File: src/rtl/cordic_pkg.sv
package cordic_pkg;

  localparam int DATA_W = 32;
  localparam int FRAC_W = 30;
  localparam int ITERS  = 30;
  localparam int IDX_W  = $clog2(ITERS);

  // strobes issued by the controller to the datapath
  typedef struct packed {
    logic load;   // capture x0/y0/z0
    logic step;   // perform one micro-rotation
  } cordicStrobes_t;

  typedef enum logic {
    ST_IDLE = 1'b0,
    ST_RUN  = 1'b1
  } cordicState_t;

endpackage

File: src/rtl/cordic_adder.sv
// Plain two-operand adder; the single place an approximate adder would go.
module cordic_adder #(
  parameter int W = cordic_pkg::DATA_W
) (
  input  logic [W-1:0] opA,
  input  logic [W-1:0] opB,
  output logic [W-1:0] sum
);
  always_comb sum = opA + opB;
endmodule

File: src/rtl/cordic_addneg.sv
// Add-or-subtract built as: negation mux in front of a plain adder.
module cordic_addneg #(
  parameter int W = cordic_pkg::DATA_W
) (
  input  logic [W-1:0] base,
  input  logic [W-1:0] delta,
  input  logic         negate,
  output logic [W-1:0] result
);
  logic [W-1:0] deltaSel;

  always_comb deltaSel = negate ? (~delta + 1'b1) : delta;

  cordic_adder #(.W(W)) adder_i (
    .opA (base),
    .opB (deltaSel),
    .sum (result)
  );
endmodule

File: src/rtl/cordic_ctrl.sv
module cordic_ctrl
  import cordic_pkg::*;
#(
  parameter int N_ITER = ITERS,
  parameter int IW     = IDX_W
) (
  input  logic           clk,
  input  logic           rstN,
  input  logic           start,
  output cordicStrobes_t strb,
  output logic [IW-1:0]  iterIdx,
  output logic           busy,
  output logic           done
);
  localparam logic [IW-1:0] LAST_IDX = IW'(N_ITER - 1);

  cordicState_t stateQ;
  logic [IW-1:0] idxQ;
  logic doneQ;

  always_ff @(posedge clk) begin
    if (!rstN) begin
      stateQ <= ST_IDLE;
      idxQ   <= '0;
      doneQ  <= 1'b0;
    end else begin
      doneQ <= 1'b0;
      case (stateQ)
        ST_IDLE: begin
          if (start) begin
            stateQ <= ST_RUN;
            idxQ   <= '0;
          end
        end
        ST_RUN: begin
          if (idxQ == LAST_IDX) begin
            stateQ <= ST_IDLE;
            doneQ  <= 1'b1;
          end else begin
            idxQ <= idxQ + 1'b1;
          end
        end
        default: stateQ <= ST_IDLE;
      endcase
    end
  end

  always_comb begin
    strb.load = (stateQ == ST_IDLE) && start;
    strb.step = (stateQ == ST_RUN);
    iterIdx   = idxQ;
    busy      = (stateQ == ST_RUN);
    done      = doneQ;
  end

  // ---- assertions ----
  logic [IW:0] chkRunCnt;
  always_ff @(posedge clk) begin
    if (!rstN)                 chkRunCnt <= '0;
    else if (strb.load)        chkRunCnt <= '0;
    else if (stateQ == ST_RUN) chkRunCnt <= chkRunCnt + 1'b1;
  end

  // thirty running cycles precede done
  a_r4_run_length: assert property (@(posedge clk) disable iff (!rstN)
    done |-> (chkRunCnt == (IW+1)'(N_ITER)));

  // done is a single-cycle pulse, not overlapping busy
  a_r6_done_pulse: assert property (@(posedge clk) disable iff (!rstN)
    done |=> !done);
  a_r6_done_idle: assert property (@(posedge clk) disable iff (!rstN)
    done |-> !busy);

  // start mid-run only advances the index
  a_r5_ignore_start: assert property (@(posedge clk) disable iff (!rstN)
    (busy && start && idxQ != LAST_IDX) |=> (busy && idxQ == $past(idxQ) + 1'b1));

endmodule

File: src/rtl/cordic_datapath.sv
module cordic_datapath
  import cordic_pkg::*;
#(
  parameter int W      = DATA_W,
  parameter int FW     = FRAC_W,
  parameter int N_ITER = ITERS,
  parameter int IW     = IDX_W
) (
  input  logic                clk,
  input  logic                rstN,
  input  cordicStrobes_t      strb,
  input  logic [IW-1:0]       iterIdx,
  input  logic signed [W-1:0] x0,
  input  logic signed [W-1:0] y0,
  input  logic signed [W-1:0] z0,
  output logic signed [W-1:0] xOut,
  output logic signed [W-1:0] yOut
);
  localparam int ROM_DEPTH = 2 ** IW;
  localparam int SCALE_SH  = 62;

  // arctan(1/n) scaled by 2^62, series with integer division
  function automatic longint atanInvScaled(longint n);
    longint acc;
    longint pw;
    acc = 0;
    pw  = (longint'(1) <<< SCALE_SH) / n;
    for (int k = 0; k < 48; k++) begin
      if (pw != 0) begin
        if (k % 2 == 0) acc = acc + pw / longint'(2 * k + 1);
        else            acc = acc - pw / longint'(2 * k + 1);
        pw = pw / (n * n);
      end
    end
    return acc;
  endfunction

  // atan(2^-i) in the data format, rounded to nearest
  function automatic logic [W-1:0] atanConst(int i);
    longint full;
    if (i == 0) full = 4 * atanInvScaled(5) - atanInvScaled(239);
    else        full = atanInvScaled(longint'(1) <<< i);
    return W'((full + (longint'(1) <<< (SCALE_SH - FW - 1))) >>> (SCALE_SH - FW));
  endfunction

  logic [W-1:0] atanRom [ROM_DEPTH];

  for (genvar g = 0; g < ROM_DEPTH; g++) begin : g_rom
    if (g < N_ITER) begin : g_used
      assign atanRom[g] = atanConst(g);
    end else begin : g_pad
      assign atanRom[g] = '0;
    end
  end

  logic signed [W-1:0] xQ, yQ, zQ;
  logic signed [W-1:0] xShift, yShift;
  logic [W-1:0] xNext, yNext, zNext;
  logic zNeg;

  always_comb begin
    zNeg   = zQ[W-1];
    xShift = xQ >>> iterIdx;
    yShift = yQ >>> iterIdx;
  end

  // x - d*(y>>i): subtract when d = +1 (z >= 0)
  cordic_addneg #(.W(W)) xUnit_i (
    .base   (xQ),
    .delta  (yShift),
    .negate (!zNeg),
    .result (xNext)
  );

  // y + d*(x>>i): subtract when d = -1 (z < 0)
  cordic_addneg #(.W(W)) yUnit_i (
    .base   (yQ),
    .delta  (xShift),
    .negate (zNeg),
    .result (yNext)
  );

  // z - d*atan(2^-i): subtract when d = +1
  cordic_addneg #(.W(W)) zUnit_i (
    .base   (zQ),
    .delta  (atanRom[iterIdx]),
    .negate (!zNeg),
    .result (zNext)
  );

  always_ff @(posedge clk) begin
    if (!rstN) begin
      xQ <= '0;
      yQ <= '0;
      zQ <= '0;
    end else if (strb.load) begin
      xQ <= x0;
      yQ <= y0;
      zQ <= z0;
    end else if (strb.step) begin
      xQ <= xNext;
      yQ <= yNext;
      zQ <= zNext;
    end
  end

  assign xOut = xQ;
  assign yOut = yQ;

  // ---- assertions ----
  // a load captures the inputs
  a_r2_load_capture: assert property (@(posedge clk) disable iff (!rstN)
    strb.load |=> (xQ == $past(x0) && yQ == $past(y0) && zQ == $past(z0)));

  // non-negative residual angle shrinks
  a_r3_z_down: assert property (@(posedge clk) disable iff (!rstN)
    (strb.step && !zQ[W-1]) |=> (zQ < $past(zQ)));

  // negative residual angle grows
  a_r3_z_up: assert property (@(posedge clk) disable iff (!rstN)
    (strb.step && zQ[W-1]) |=> (zQ > $past(zQ)));

  // without a strobe the results hold
  a_r7_hold: assert property (@(posedge clk) disable iff (!rstN)
    (!strb.load && !strb.step) |=> ($stable(xQ) && $stable(yQ)));

endmodule

File: src/rtl/cordic_rotator.sv
module cordic_rotator
  import cordic_pkg::*;
#(
  parameter int W      = DATA_W,
  parameter int FW     = FRAC_W,
  parameter int N_ITER = ITERS,
  parameter int IW     = IDX_W
) (
  input  logic                clk,
  input  logic                rstN,
  input  logic                start,
  input  logic signed [W-1:0] x0,
  input  logic signed [W-1:0] y0,
  input  logic signed [W-1:0] z0,
  output logic                busy,
  output logic                done,
  output logic signed [W-1:0] xOut,
  output logic signed [W-1:0] yOut
);
  cordicStrobes_t strb;
  logic [IW-1:0] iterIdx;

  cordic_ctrl #(.N_ITER(N_ITER), .IW(IW)) ctrl_i (
    .clk     (clk),
    .rstN    (rstN),
    .start   (start),
    .strb    (strb),
    .iterIdx (iterIdx),
    .busy    (busy),
    .done    (done)
  );

  cordic_datapath #(.W(W), .FW(FW), .N_ITER(N_ITER), .IW(IW)) dp_i (
    .clk     (clk),
    .rstN    (rstN),
    .strb    (strb),
    .iterIdx (iterIdx),
    .x0      (x0),
    .y0      (y0),
    .z0      (z0),
    .xOut    (xOut),
    .yOut    (yOut)
  );

endmodule

File: config.mk
export PLATFORM = sky130hd
export DESIGN_NAME = cordic_rotator
export DESIGN_NICKNAME = d
export VERILOG_FILES = /design/src/rtl/cordic_pkg.sv /design/src/rtl/cordic_adder.sv /design/src/rtl/cordic_addneg.sv /design/src/rtl/cordic_ctrl.sv /design/src/rtl/cordic_datapath.sv /design/src/rtl/cordic_rotator.sv
export SDC_FILE = /design/constraint.sdc
export NUM_CORES = 1
export LEC_CHECK = 0
export BUFFER_PORTS_ARGS = -buffer_cell sky130_fd_sc_hd__clkbuf_2
export CAP_MARGIN = 20
export CORE_UTILIZATION = 57
export CTS_BUF_LIST = sky130_fd_sc_hd__clkbuf_8
export CTS_CLUSTER_SIZE = 16
export DETAILED_ROUTE_END_ITERATION = 10
export PLACE_DENSITY = 0.77
export SLEW_MARGIN = 40
export SYNTH_ARGS = -nofsm -noshare
export SYNTH_HDL_FRONTEND = slang
export SYNTH_SLANG_ARGS = --single-unit
File: constraint.sdc
create_clock -name clk -period 15.61 [get_ports clk]
set_input_delay 0.7805 -clock clk [delete_from_list [all_inputs] [get_ports clk]]
set_output_delay 0.7805 -clock clk [all_outputs]
set_load 0.05 [all_outputs]
==> flow_summary.json, run 1 <==
{
  "grt_util_all_layers": 0.373,
  "cts_root_buf": "clkbuf_8",
  "ctsHtreeMaxLevel": 3,
  "crit_start": "ctrl_i.iterIdx[0]",
  "async_flop_share": 0,
  "worstSetupEndpoint": "dp_i.zQ[31]",
  "cts-resized-gates": 0,
  "rsz0062_at_grt": "no",
  "slew-limit-headroom": 0.409,
  "layout.nets": 2302,
  "hold_viol_final": 0,
  "ys_seq_elements": 103,
  "postRouteAntennaNets": 0,
  "start_util": 0.585,
  "drc": 0,
  "routed_wl_um": 55700,
  "insertion_delay_ns": 0.42,
  "vias": 16900,
  "critPathKind": "flip-flop to flip-flop",
  "slowest_delay_ns": 0.80,
  "ir_worst_vdd_v": 0.0000810,
  "cts_tree": "yes",
  "die_h_um": 172,
  "synth_ff_type": "dfxtp_1",
  "cp-start-kind": "flip-flop",
  "syn_area_per_cell_um2": 8.11,
  "antenna_cells": 0,
  "synth_area_um2": 16400,
  "cts_made_buffers": 9,
  "fin_crit_sh": 0.466,
  "syn_inst": 2024,
  "fin_skew_ns": 0.0189,
  "cts_setup_buffers": 0,
  "r2r-start": "ctrl_i.iterIdx[0]",
  "setup_violations": 0,
  "drive_above_1_share": 0.180,
  "crit_required_ns": 15.96,
  "seq_area_frac_synth": 0.126,
  "port-buffer-count": 164,
  "clk_pin_slew_ns": 0.13,
  "fin_cells": 2460,
  "area_delta_synth_final_pct": 6.24,
  "met2_usage": 0.585,
  "grt_pass1_vias": 15000,
  "fmax_mhz": 138,
  "grtUsageMet1": 0.511,
  "grt_max_degree": 90,
  "power_leakage_nw": 7.34,
  "reg2reg_to": "dp_i.zQ[31]",
  "finalSetupTns_ns": 0,
  "r2r_cells": 22,
  "hold_buffers": 0,
  "critPathMaxFanout": 46,
  "ys.warnings.count": 0,
  "coreArea_um2": 28100,
  "place_congestion": 0.994,
  "dr.first_iter.drc_count": 2181,
  "synth_edf_count": 0,
  "antenna_found_initial": 0,
  "ys_types": 103,
  "placed_area_um2": 17200,
  "numClockSinks": 103,
  "p_per_area_nw_per_um2": 116,
  "dpl.cell_count": 2443,
  "arrival_ns": 7.62,
  "dieArea_um2": 29500,
  "rrSetupSlack_ns": 8.34,
  "endpoint_kind": "flip-flop",
  "status": "completed",
  "firstDrtPassIters": 6,
  "cpMaxStageDelayCell": "dfxtp_4",
  "syn_nets": 2249,
  "hp-class": "flip-flop to flip-flop",
  "drv_slew": 0,
  "grt_overflow": 0,
  "place_hpwl_um": 41000,
  "cts_buffer_depth": 2,
  "final.min_clock_period_ns": 7.27,
  "io_pins": 165,
  "grt_pass1_wl_um": 85200,
  "final_cell_area_um2": 17400,
  "busiest_layer": "met2",
  "met3_usage": 0.0568,
  "placementRows": 61,
  "path_cells": "buf_4, inv_2, ha_1, and2_1, a21oi_1, a2bb2oi_1, nand3_1, or3_1, or2_2, nor3_2, a21oi_1, xor2_1, ha_1, a211oi_1, nand2_1, or4_1, a21oi_1, nor3_1, nor3_1, a211oi_1, or3_1, a31oi_1",
  "tightest_slew_ns": 0.884,
  "wl_per_cell_um": 22.7,
  "max_cap_viol_count": 0,
  "die_x_um": 172,
  "via_per_inst": 6.87,
  "cpMostUsedCell": "a21oi_1"
}
-- cell usage in the layout, fill, tap and decap left out, types with 15 or more instances in the layout --
master	count
a211oi_1	111
a21o_1	57
a21oi_1	160
a31oi_1	31
and2_1	20
and3_1	24
buf_4	15
clkbuf_2	163
dfxtp_1	96
ha_1	123
inv_1	37
mux2_2	40
mux2i_1	104
mux4_2	77
nand2_1	152
nand2b_1	23
nand3_1	28
nor2_1	176
nor2b_1	45
nor3_1	27
o21a_1	18
o21ai_0	113
xnor2_1	103
xor2_1	54
-- routing by layer --
metal / share of wire / up-vias
li1: - / 7772
met1: 0.41 / 7901
met2: 0.44 / 1074
met3: 0.11 / 144
met4: 0.037 / 0
met5: 0 / -
-- area by class of cell --
| cell class | instances | area [µm²] |
|---|---|---|
| multi-input cells | 1738 | 13500 |
| fillers | 2629 | 10600 |
| flip-flops and latches | 103 | 2080 |
| repair buffers | 183 | 993 |
| well taps | 378 | 473 |
| inverters | 42 | 158 |
| clock buffers | 10 | 138 |
| clock inverters | 6 | 52.6 |
-- cell families after synthesis --
logic type / count (synthesis) / share of synthesized area
flip-flops: 103 / 0.126
buffers and inverters: 183 / 0.0505
adder cells (fa/ha/maj): 126 / 0.0974
AND/OR/NAND/NOR: 573 / 0.172
AO/OA/AOI/OAI: 654 / 0.265
multiplexers: 228 / 0.206
XOR/XNOR: 157 / 0.0837
-- power by group --
| group | leakage [nW] | switching (W) | internal (W) | total (W) |
|---|---|---|---|---|
| Clock | 0.100 | 0.000122 | 0.0000654 | 0.000187 |
| Sequential | 0.858 | 0.000118 | 0.000303 | 0.000421 |
| Combinational | 6.38 | 0.000827 | 0.000584 | 0.00141 |
| Total | 7.34 | 0.00107 | 0.000953 | 0.00202 |
-- metrics by stage --
stage	setup WS, ns	utilization	total power [W]	hold WS, ns
floorplan	9.53	-	0.00147	0.529
global placement	8.63	0.613	0.00177	0.544
detailed placement	8.44	0.613	0.00180	0.558
CTS	8.41	0.620	0.00199	0.583
global route	7.81	0.621	0.00215	0.605
finish	8.34	0.621	0.00202	0.578
-- synthesized netlist by cell type (all sizes together), types with 22 or more instances --
library cell / instances / area (µm²)
xor2: 54 / 473
nand2: 153 / 577
and3: 24 / 150
a31oi: 31 / 194
nand3: 29 / 150
mux2: 42 / 473
inv: 40 / 150
o21ai: 124 / 632
nor2: 179 / 682
a211oi: 113 / 853
mux4: 82 / 1870
dfxtp: 103 / 2060
clkbuf: 72 / 270
mux2i: 104 / 1040
and2: 22 / 140
nor2b: 46 / 288
xnor2: 103 / 902
nor3: 30 / 160
nand2b: 24 / 158
a21oi: 160 / 801
buf: 69 / 402
a21o: 57 / 428
ha: 123 / 1540
-- state kept, by name, summed over array words and instances, names as in the netlist --
name,flops
ctrl_i.done,1
ctrl_i.iterIdx,5
ctrl_i.busy,1
dp_i.yOut,32
dp_i.xOut,32
dp_i.zQ,32
-- critical path: cells and delay by family (launching register included) --
kind | cells | cell delay [ns]
adder cells (fa/ha/maj) | 2 | 0.82
AO/OA/AOI/OAI | 7 | 1.41
AND/OR/NAND/NOR | 10 | 2.81
XOR/XNOR | 1 | 0.18
flip-flops | 1 | 0.80
buffers and inverters | 2 | 1.12
-- worst min path at each step --
stage,from,endpoint,slack [ns],cells after the start
finish,dp_i.zQ[21],dp_i.zQ[21],0.58,2
detailed placement,dp_i.zQ[10],dp_i.zQ[10],0.56,2
CTS,dp_i.zQ[21],dp_i.zQ[21],0.58,2
floorplan,dp_i.zQ[10],dp_i.zQ[10],0.53,2
global placement,dp_i.zQ[21],dp_i.zQ[21],0.54,2
global route,dp_i.zQ[18],dp_i.zQ[18],0.61,2
No activity file was read; power rests on OpenSTA's default activity.
==> inputs of run 2 (changes only) <==
--- a/config.mk
+++ b/config.mk
@@ -11,7 +11,7 @@
 export CTS_BUF_LIST = sky130_fd_sc_hd__clkbuf_8
 export CTS_CLUSTER_SIZE = 16
 export DETAILED_ROUTE_END_ITERATION = 10
-export PLACE_DENSITY = 0.77
+export PLACE_DENSITY = 0.8
 export SLEW_MARGIN = 40
 export SYNTH_ARGS = -nofsm -noshare
 export SYNTH_HDL_FRONTEND = slang
==> constraint.sdc (replaced) <==
create_clock -name clk -period 6.1 [get_ports clk]
set_input_delay 0.305 -clock clk [delete_from_list [all_inputs] [get_ports clk]]
set_output_delay 0.305 -clock clk [all_outputs]
set_load 0.05 [all_outputs]
==> run 2 against run 1 <==
Non-clock buffer count up 166. Setup slack worse by 8.1 ns. Routed wire length up 14%. Final cell count up 6.8%. Maximum frequency up 24%. Critical endpoint is now dp_i.yOut[31].
==> flow_summary.json, run 2 (same netlist as run 1, synthesis figures left out) <==
{
  "grt_max_degree": 88,
  "cp.depth": 21,
  "endpoint_kind": "flip-flop",
  "die_h_um": 172,
  "switchingPower_w": 0.00290,
  "dr.first_iter.drc_count": 1807,
  "ctsHtreeMaxLevel": 3,
  "place_congestion": 1.06,
  "slew-limit-headroom": 0.462,
  "io_pins": 165,
  "p_int_w": 0.00269,
  "clockPowerShare": 0.081,
  "fin_cells": 2628,
  "postRouteAntennaNets": 0,
  "worstHoldPathCells": 3,
  "area_delta_synth_final_pct": 14.9,
  "hp-start": "z0[25]",
  "hp-class": "primary input to flip-flop",
  "multiInputGateArea_um2": 13600,
  "comb_power_share": 0.739,
  "layout.nets": 2468,
  "finalSetupTns_ns": 0,
  "wl_per_cell_um": 24.2,
  "hold_end": "dp_i.zQ[25]",
  "ir_worst_vdd_v": 0.000247,
  "power_frac_seq": 0.179,
  "grt_util_all_layers": 0.423,
  "fmax_mhz": 171,
  "met3_usage": 0.0950,
  "cts_buffer_depth": 2,
  "layout_commonest_cell": "nor2_1",
  "crit_family": "compound AO/OA/AOI/OAI gates",
  "critPathKind": "flip-flop to flip-flop",
  "grt_pass1_wl_um": 94900,
  "placementRows": 61,
  "grt_overflow": 0,
  "firstDrtPassIters": 7,
  "cts_tree": "yes",
  "preCtsSetupSlack_ns": 0.0734,
  "die_x_um": 172,
  "setup_violations": 0,
  "fin_crit_sh": 0.959,
  "path_cells": "buf_4, mux4_2, mux2_2, o21ai_0, o221a_2, nand2b_4, or4_4, or2_4, o21ai_0, xor2_1, ha_1, a21o_1, a21o_1, a221oi_1, nand2_1, o21ai_1, o41ai_2, a21o_1, a221o_1, a311oi_1, a211oi_1",
  "arrival_ns": 6.16,
  "r2r_cells": 21,
  "status": "completed",
  "hold_buffers": 0,
  "slowest_delay_ns": 0.54,
  "grtUsageMet1": 0.540,
  "cts_made_buffers": 9,
  "final.setup.worst_slack_ns": 0.253,
  "tightest_slew_ns": 0.807,
  "numClockSinks": 103,
  "cpMaxStageDelayCell": "mux4_2",
  "place_hpwl_um": 48000,
  "hold_viol_final": 0,
  "rrSetupSlack_ns": 0.25,
  "crit_buf_inv": 1,
  "final_cell_mix": "nor2_1 (176), buf_4 (175), clkbuf_2 (163)",
  "busiest_layer": "met2",
  "seq_area_um2": 2080,
  "via_per_inst": 6.79,
  "rsz0062_at_grt": "no",
  "clk_pin_slew_ns": 0.12,
  "insertion_delay_ns": 0.46,
  "dieArea_um2": 29500,
  "fillers": 2465,
  "cts_root_buf": "clkbuf_8",
  "coreArea_um2": 28100,
  "grt_pass1_vias": 16600,
  "r2r-start": "ctrl_i.iterIdx[0]",
  "port-buffer-count": 164,
  "critPathMaxFanout": 12,
  "p_per_area_nw_per_um2": 296,
  "cpMostUsedCell": "a21o_1",
  "reg2reg_to": "dp_i.yOut[31]",
  "vias": 17800,
  "max_cap_viol_count": 0,
  "antenna_found_initial": 2,
  "power_leakage_nw": 8.19,
  "drc": 0,
  "dpl.cell_count": 2599,
  "cp-start-kind": "flip-flop",
  "fin_skew_ns": 0.0341,
  "drv_slew": 0,
  "crit_required_ns": 6.41,
  "met2_usage": 0.654,
  "routed_wl_um": 63600,
  "final.min_clock_period_ns": 5.85,
  "drive_above_1_share": 0.244,
  "start_util": 0.585,
  "switching_share": 0.518
}
-- run 2: changes by cell type in the layout (fill, tap and decap cells not counted), moves of 3 or more --
cell     change
buf_12       +6
a21oi_1      -3
buf_4      +160
buf_6        -3
a21oi_2      +3
-- run 2: repair_timing --
action | 4_1_cts | 5_1_grt
cloned | 0 | 1
pin swaps | 0 | 1
setup buffers | 1 | 8
resized for setup | 0 | 16
endpoints found under the setup margin | 1 | 17
-- run 2: stage by stage --
step | instance area [µm²] | util | hold WS, ns | power [W]
after floorplan | 16400 | - | 0.455 | 0.00376
after global placement | 18500 | 0.657 | 0.541 | 0.00490
after detailed placement | 18500 | 0.657 | 0.555 | 0.00498
after CTS | 18600 | 0.664 | 0.122 | 0.00546
after global routing | 18900 | 0.672 | 0.164 | 0.00593
final | 18900 | 0.672 | 0.148 | 0.00559
-- run 2: power groups by stage --
stage	Clock, W	Sequential [W]	Combinational [W]
6_report	0.000453	0.00100	0.00413
3_5_place_dp	0	0.00101	0.00398
5_1_grt	0.000480	0.00101	0.00445
3_3_place_gp	0	0.000999	0.00390
4_1_cts	0.000459	0.000988	0.00401
2_1_floorplan	0	0.00117	0.00260
-- run 2: per-layer routing --
layer	wire, µm	up-vias
li1	-	8094
met4	3460	2
met5	13	-
met3	5940	218
met2	28100	1063
met1	26100	8462
-- run 2: how the worst max path moves through the flow --
stage | slack [ns] | startpoint | end
2_1_floorplan | 0.02 | ctrl_i.iterIdx[1] | dp_i.zQ[31]
3_3_place_gp | 0.09 | ctrl_i.iterIdx[1] | dp_i.xOut[28]
3_5_place_dp | 0.07 | ctrl_i.iterIdx[1] | dp_i.xOut[28]
4_1_cts | 0.10 | ctrl_i.iterIdx[1] | dp_i.xOut[28]
5_1_grt | 0.008 | ctrl_i.iterIdx[1] | dp_i.yOut[31]
6_report | 0.25 | ctrl_i.iterIdx[0] | dp_i.yOut[31]
-- run 2: tightest hold or removal path: stages --
cell and delay (ns):
clkbuf_2 0.08, mux2i_1 0.07, o32ai_1 0.11
-- run 2: layout make-up --
| class | instances | area share |
|---|---|---|
| Timing Repair Buffer | 349 | 0.124 |
| Clock buffer | 9 | 0.00657 |
| Clock inverter | 7 | 0.00292 |
| Sequential cell | 103 | 0.110 |
| Antenna cell | 2 | 0.000265 |
| Multi-Input combinational cell | 1738 | 0.722 |
| Tap cell | 378 | 0.0251 |
| Inverter | 42 | 0.00855 |
